==> config.mk <==
export PLATFORM = sky130hd
export DESIGN_NAME = inv_link_decoder
export DESIGN_NICKNAME = d
export VERILOG_FILES = /design/src/rtl/inv_link_pkg.sv /design/src/rtl/inv_mode_decode.sv /design/src/rtl/inv_deinvert.sv /design/src/rtl/inv_gray2bin.sv /design/src/rtl/inv_link_decoder.sv
export SDC_FILE = /design/constraint.sdc
export NUM_CORES = 1
export LEC_CHECK = 0
export BUFFER_PORTS_ARGS = -buffer_cell sky130_fd_sc_hd__buf_2
export CAP_MARGIN = 30
export CORE_UTILIZATION = 43
export CTS_CLUSTER_DIAMETER = 30
export DETAILED_ROUTE_END_ITERATION = 12
export GPL_TIMING_DRIVEN = 0
export MAX_ROUTING_LAYER = met4
export PLACE_DENSITY = 0.7
export SLEW_MARGIN = 20
export SYNTH_ARGS = -nofsm -noshare
export SYNTH_HDL_FRONTEND = slang
export SYNTH_HIERARCHICAL = 1
export SYNTH_SLANG_ARGS = --single-unit
export TNS_END_PERCENT = 1
==> constraint.sdc <==
create_clock -name clk -period 0.8 [get_ports clk]
set_input_delay 0.08 -clock clk [delete_from_list [all_inputs] [get_ports clk]]
set_output_delay 0.08 -clock clk [all_outputs]
set_load 0.005 [all_outputs]
==> src/rtl/inv_link_pkg.sv <==
package inv_link_pkg;

  // Flip action requested by the side-band
  typedef enum logic [1:0] {
    INV_NONE = 2'b00,
    INV_EVEN = 2'b01,
    INV_ODD  = 2'b10,
    INV_FULL = 2'b11
  } inv_mode_e;

endpackage

==> src/rtl/inv_mode_decode.sv <==
module inv_mode_decode
  import inv_link_pkg::*;
#(
  parameter int SB_W = 2
) (
  input  logic [SB_W-1:0] sb,
  output inv_mode_e       mode
);

  generate
    if (SB_W == 1) begin : g_narrow
      // one-bit side-band: only odd flip or nothing
      always_comb begin
        mode = sb[0] ? INV_ODD : INV_NONE;
      end
    end else begin : g_wide
      always_comb begin
        unique case (sb[1:0])
          2'b10:   mode = INV_ODD;
          2'b01:   mode = INV_EVEN;
          2'b11:   mode = INV_FULL;
          default: mode = INV_NONE;
        endcase
      end
    end
  endgenerate

endmodule

==> src/rtl/inv_deinvert.sv <==
module inv_deinvert
  import inv_link_pkg::*;
#(
  parameter int PAY_W = 8
) (
  input  inv_mode_e          mode,
  input  logic [PAY_W-1:0]   din,
  output logic [PAY_W-1:0]   dout
);

  logic [PAY_W-1:0] odd_sel;
  logic [PAY_W-1:0] even_sel;
  logic [PAY_W-1:0] flip;

  // position masks built per lane
  genvar gi;
  generate
    for (gi = 0; gi < PAY_W; gi++) begin : g_lane
      assign odd_sel[gi]  = (gi % 2) == 1;
      assign even_sel[gi] = (gi % 2) == 0;
    end
  endgenerate

  always_comb begin
    unique case (mode)
      INV_ODD:  flip = odd_sel;
      INV_EVEN: flip = even_sel;
      INV_FULL: flip = '1;
      default:  flip = '0;
    endcase
    dout = din ^ flip;
  end

endmodule

==> src/rtl/inv_gray2bin.sv <==
module inv_gray2bin #(
  parameter int PAY_W = 8
) (
  input  logic [PAY_W-1:0] gray,
  output logic [PAY_W-1:0] bin
);

  // serial prefix from the top bit down
  always_comb begin
    bin[PAY_W-1] = gray[PAY_W-1];
    for (int i = PAY_W - 2; i >= 0; i--) begin
      bin[i] = bin[i+1] ^ gray[i];
    end
  end

endmodule

==> src/rtl/inv_link_decoder.sv <==
module inv_link_decoder
  import inv_link_pkg::*;
#(
  parameter int PAY_W = 8,
  parameter int SB_W  = 2
) (
  input  logic             clk,
  input  logic             rst_n,
  input  logic             lnk_vld,
  input  logic             lnk_hdr,
  input  logic [SB_W-1:0]  lnk_sb,
  input  logic [PAY_W-1:0] lnk_data,
  output logic             out_vld,
  output logic             out_hdr,
  output logic [PAY_W-1:0] out_data
);

  localparam int RS_STAGES = 2;

  function automatic logic [PAY_W-1:0] alt_mask(input bit odd_pos);
    logic [PAY_W-1:0] m;
    for (int i = 0; i < PAY_W; i++) begin
      m[i] = odd_pos ? (i % 2 == 1) : (i % 2 == 0);
    end
    return m;
  endfunction

  localparam logic [PAY_W-1:0] ODD_MASK  = alt_mask(1'b1);
  localparam logic [PAY_W-1:0] EVEN_MASK = alt_mask(1'b0);

  // reset: asynchronous assert, synchronous release
  logic [RS_STAGES-1:0] rs_q;
  logic                 rst_sync_n;

  always_ff @(posedge clk or negedge rst_n) begin
    if (!rst_n) rs_q <= '0;
    else        rs_q <= {rs_q[RS_STAGES-2:0], 1'b1};
  end
  assign rst_sync_n = rs_q[RS_STAGES-1];

  // datapath
  inv_mode_e        mode_w;
  logic [PAY_W-1:0] deinv_w;
  logic [PAY_W-1:0] bin_w;

  inv_mode_decode #(.SB_W(SB_W)) mode_i (
    .sb   (lnk_sb),
    .mode (mode_w)
  );

  inv_deinvert #(.PAY_W(PAY_W)) flip_i (
    .mode (mode_w),
    .din  (lnk_data),
    .dout (deinv_w)
  );

  inv_gray2bin #(.PAY_W(PAY_W)) g2b_i (
    .gray (deinv_w),
    .bin  (bin_w)
  );

  // next-state
  logic             vld_d;
  logic             hdr_d;
  logic [PAY_W-1:0] data_d;
  logic             load_en;

  assign load_en = lnk_vld;

  always_comb begin
    vld_d  = lnk_vld;
    hdr_d  = out_hdr;
    data_d = out_data;
    if (load_en) begin
      hdr_d  = lnk_hdr;
      data_d = lnk_hdr ? lnk_data : bin_w;
    end
  end

  // registers
  always_ff @(posedge clk or negedge rst_sync_n) begin
    if (!rst_sync_n) begin
      out_vld  <= 1'b0;
      out_hdr  <= 1'b0;
      out_data <= '0;
    end else begin
      out_vld <= vld_d;
      if (load_en) begin
        out_hdr  <= hdr_d;
        out_data <= data_d;
      end
    end
  end

  // checks
  assert_vld_follow_R2: assert property (@(posedge clk) disable iff (!rst_sync_n)
    lnk_vld |=> out_vld);
  assert_vld_drop_R2: assert property (@(posedge clk) disable iff (!rst_sync_n)
    !lnk_vld |=> !out_vld);
  assert_none_pass_R3: assert property (@(posedge clk) disable iff (!rst_sync_n)
    (lnk_vld && mode_w == INV_NONE) |-> deinv_w == lnk_data);
  assert_odd_mask_R4: assert property (@(posedge clk) disable iff (!rst_sync_n)
    (lnk_vld && mode_w == INV_ODD) |-> (deinv_w ^ lnk_data) == ODD_MASK);
  assert_even_mask_R5: assert property (@(posedge clk) disable iff (!rst_sync_n)
    (lnk_vld && mode_w == INV_EVEN) |-> (deinv_w ^ lnk_data) == EVEN_MASK);
  assert_full_mask_R6: assert property (@(posedge clk) disable iff (!rst_sync_n)
    (lnk_vld && mode_w == INV_FULL) |-> (deinv_w ^ lnk_data) == '1);
  assert_gray_back_R7: assert property (@(posedge clk) disable iff (!rst_sync_n)
    (lnk_vld && !lnk_hdr) |=> (out_data ^ (out_data >> 1)) == $past(deinv_w));
  assert_hdr_bypass_R8: assert property (@(posedge clk) disable iff (!rst_sync_n)
    (lnk_vld && lnk_hdr) |=> (out_hdr && out_data == $past(lnk_data)));
  assert_hold_R9: assert property (@(posedge clk) disable iff (!rst_sync_n)
    !lnk_vld |=> ($stable(out_data) && $stable(out_hdr)));

  generate
    if (SB_W == 1) begin : g_chk_narrow
      assert_narrow_odd_R11: assert property (@(posedge clk) disable iff (!rst_sync_n)
        lnk_sb[0] |-> mode_w == INV_ODD);
    end
  endgenerate

endmodule

# After elaboration in Yosys (flattened, before gate mapping)
# Cells that the tools add are included.
# totals
reg_bits	12
output_inout_bits	10
word_cells	21
# classes
n_eq_ne	6
n_mux	3
bitwise_logic	8
# op_table
cell	count
$pmux 8 s3	1
$eq 2x2->1 const B	4
$mux 8	1
$xor 8x8->8	1
$xor 1x1->1	7
$pmux 2 s3	1
$eq 2x1->1 const B	2

# Longest topological paths before layout
# logic_depth
ltp_word	13
ltp_mapped	7
depth_no_buf	6

# Hierarchy
# The synthesis kept the hierarchy.
# by_module_without_submodules
mod	instances	cells_each	area_per_inst_um2	seq_area_each_um2
inv_link_decoder	1	41	499.2	300.3
inv_gray2bin	1	13	125.1	0.0
inv_deinvert	1	8	70.1	0.0
inv_mode_decode	1	2	7.5	0.0

# Worst setup path after synthesis
# OpenSTA, ideal clock, no wires.
# synth_timing
path_type	in2reg
start	input lnk_sb[1]
end	register out_data[1]
arrival_time_ns	1.497
required_time_ns	0.677
setup_slack_ns	-0.819
stages	7
n_path_buf	1
cell_sequence	clkbuf_1 -> xor2_1 -> xnor2_2 -> xnor3_2 -> xnor2_1 -> mux2i_1 -> a21oi_1
# synth_between
elab_chain_cells	12
word_cells_on_any_way	16
classes_between	6 x eq/ne; 3 x mux; 7 x bitwise
# synth_rtl
item	line	rtl
start: declaration	inv_link_decoder.sv:11	input logic [SB_W-1:0] lnk_sb,
$eq 2x2->1 or $eq 2x1->1 (tied branches)	inv_mode_decode.sv:18	unique case (sb[1:0])
$pmux 2 s3 *	inv_mode_decode.sv:18	
$eq 2x2->1 or $eq 2x1->1 (tied branches)	inv_deinvert.sv:25	unique case (mode)
$pmux 8 s3 *	inv_deinvert.sv:25	
$xor 8x8->8 *	inv_deinvert.sv:31	dout = din ^ flip;
net deinv_w[7]	inv_link_decoder.sv:43	logic [PAY_W-1:0] deinv_w;
$xor 1x1->1 * (6 in series)	inv_gray2bin.sv:12	bin[i] = bin[i+1] ^ gray[i];
net bin_w[1]	inv_link_decoder.sv:44	logic [PAY_W-1:0] bin_w;
$mux 8 *	inv_link_decoder.sv:76	data_d = lnk_hdr ? lnk_data : bin_w;
end signal: assignment	inv_link_decoder.sv:90	out_data <= data_d;
end: declaration	inv_link_decoder.sv:15	output logic [PAY_W-1:0] out_data
# The timed path passes the listed nets; every way through them passes the cells marked *.
# A chain may end at the register's enable or synchronous reset.

# Worst setup path after layout
# layout_timing
start	input lnk_sb[1]
end	register out_data[0]
# The elaborated chain is that of the path after synthesis.

==> impl_metrics.json <==
{
  "finalSetupTns_ps": -2346,
  "cts_tree": "yes",
  "synth_area_um2": 701.9,
  "n_antenna_cell": 0,
  "peakVddDrop_mv": 1.156,
  "synth_top_family_by_area": "XOR/XNOR gates",
  "synth_nets": 78,
  "area_growth_pct": 43.49,
  "yosysTopAreaCell": "dfrtp_1",
  "num_io_pins": 24,
  "violations": "setup timing",
  "firstDrtPassIters": 3,
  "power_density_nw_per_um2": 2056,
  "crit_required_ps": 960,
  "cts_sinks": 12,
  "die_w_um": 42.40,
  "reg2reg_from": "out_hdr$_DFFE_PN0P_",
  "total_power_w": 0.002071,
  "max_freq_mhz": 806.7,
  "worstSkewPairLatency_ps": 280,
  "wire_per_inst_um": 12.31,
  "drt_iter0_drc": 6,
  "min_period_ps": 1240,
  "ctsRootBufferMaster": "clkbuf_4",
  "rsz0062_at_grt": "yes",
  "r2r_cells": 1,
  "fin_crit_sh": 1.550,
  "hold_viol_final": 0,
  "h-tree-depth": 1,
  "maxCapViolCount": 0,
  "synth_compound_area_frac": 0.05704,
  "synthMuxAreaShare": 0.1355,
  "ant_nets": 0,
  "cts_buffers": 3,
  "crit_fanout": 4,
  "report.final.slew_viol_count": 0,
  "critPathCaptureType": "flop",
  "grt_pass1_wl_um": 2221,
  "start_util": 0.4606,
  "drive_gt1_frac": 0.4526,
  "grt_usage": 0.1766,
  "setup_violations": 17,
  "finalClockSkew_ps": 7.330,
  "netlist_instances": 64,
  "grt_pass1_vias": 476,
  "final.setup.worst_slack_ps": -439.6,
  "fp-row-count": 14,
  "synth.top_cell.area_share": 0.4278,
  "leakage_nw": 0.4995,
  "mostFrequentLayoutCells": "buf_2 (18), dfrtp_1 (12), buf_4 (9)",
  "synth_seq_cells": 12,
  "coreArea_um2": 1524,
  "syn_area_per_cell_um2": 10.97,
  "drc": 0,
  "grt_antenna_before_repair": 0,
  "routed-via-count": 519,
  "yosysWarnings": 6,
  "synth_area_leaders": "dfrtp_1 (43%), xor2_1 (14%), mux2i_1 (11%)",
  "rrSetupSlack_ps": 40,
  "layout.nets": 110,
  "cts_buffer_depth": 2,
  "hpwl_um": 1036,
  "synthAdderAreaFrac": 0,
  "numPortBuffers": 20,
  "path_clk_slew_ps": 80,
  "wl_um": 1366,
  "arrival_ps": 1400,
  "crit_type": "primary input to flop",
  "die_h_um": 42.40,
  "yosysSeqAreaShare": 0.4278,
  "grt_max_degree": 11,
  "outcome": "complete, but fails checks",
  "ys_types": 14,
  "viasPerCell": 4.676,
  "place.gp.congestion": 0.7400,
  "synth_xor_area_frac": 0.2567,
  "reg2reg_to": "out_hdr$_DFFE_PN0P_",
  "die-area_um2": 1798,
  "final_common_cell": "buf_2",
  "start_kind": "primary input",
  "synthSimpleGateAreaFrac": 0.04278,
  "worstHoldPathType": "primary input to asynchronous set/reset pin",
  "grt_remaining_overflow": 0
}
[cells by family after synthesis]
kind of cell	Yosys count
buffers and inverters	8
xor gates and xnor gates	18
muxes	9
DFF	12
other	1
AOI/OAI and AO/OA	8
and+or+nand+nor	8
[worst max-delay path, stage by stage]
cell	delay, ps
buf_12	110
xor2_4	180
xnor2_2	200
xnor3_2	420
xnor2_1	150
mux2i_1	170
a21oi_1	90
[flip-flops by register name, indices dropped and copies added, names as in the netlist]
name      cells
rs_q          2
out_hdr       1
out_vld       1
out_data      8
[how the worst max path moves through the flow]
stage,end,slack [ps],from,cells past startpoint
floorplan,out_data[2]$_DFFE_PN0P_,-620,lnk_sb[0],7
global placement,out_data[0]$_DFFE_PN0P_,-740,lnk_data[5],7
detailed placement,out_data[0]$_DFFE_PN0P_,-800,lnk_data[6],7
CTS,out_data[0]$_DFFE_PN0P_,-480,lnk_sb[1],7
global route,out_data[0]$_DFFE_PN0P_,-510,lnk_sb[1],7
finish,out_data[0]$_DFFE_PN0P_,-440,lnk_sb[1],7
[synth_stat cells, drive strengths merged]
library cell,number
dfrtp,12
xor2,11
a21oi,8
mux2i,8
nor2,8
xnor2,6
buf,4
clkbuf,2
inv,2
conb,1
mux2,1
xnor3,1
[routing by layer]
layer,wire [µm],up-vias,GRT usage
li1,-,260,-
met3,78,3,0.05603
met5,0,-,-
met2,656,17,0.2646
met4,19,0,0.07500
met1,611,239,0.2201
[where the power goes]
| group | switching [W] | total [W] | internal, W |
|---|---|---|---|
| Clock | 0.000210 | 0.000488 | 0.000277 |
| Sequential | 0.0000665 | 0.000780 | 0.000713 |
| Combinational | 0.000349 | 0.000803 | 0.000454 |
[final cells by class]
class                           count  area, µm²
Buffer                              6      82.58
Clock buffer                        4      36.28
Fill cell                         146      516.7
Inverter                            2      7.507
Multi-Input combinational cell     44      397.9
Sequential cell                    12      300.3
Tap cell                           16      20.02
Timing Repair Buffer               27      162.7
[stage by stage]
step | utilization | hold slack [ps] | setup WS, ps | cell area, µm² | instances
6_report | 0.6609 | 99.42 | -439.6 | 1007 | 111
5_1_grt | 0.6609 | 92.54 | -505.8 | 1007 | 111
4_1_cts | 0.6355 | 100.1 | -482.8 | 968.4 | 107
3_5_place_dp | 0.5920 | -132.7 | -802.5 | 902.1 | 100
3_3_place_gp | 0.5920 | -135.1 | -739.1 | 902.1 | 100
2_1_floorplan | - | -215.6 | -616.5 | 782.0 | 64
[repair_timing]
action / CTS / global route
hold buffers: 2 / 0
hold endpoints to repair: 3 / 0
buffers inserted: 1 / 4
endpoints found under the setup margin: 16 / 17
gates resized for setup: 1 / 4
pin swaps: 7 / 7
Note: power is estimated with default switching activity, not from simulation.
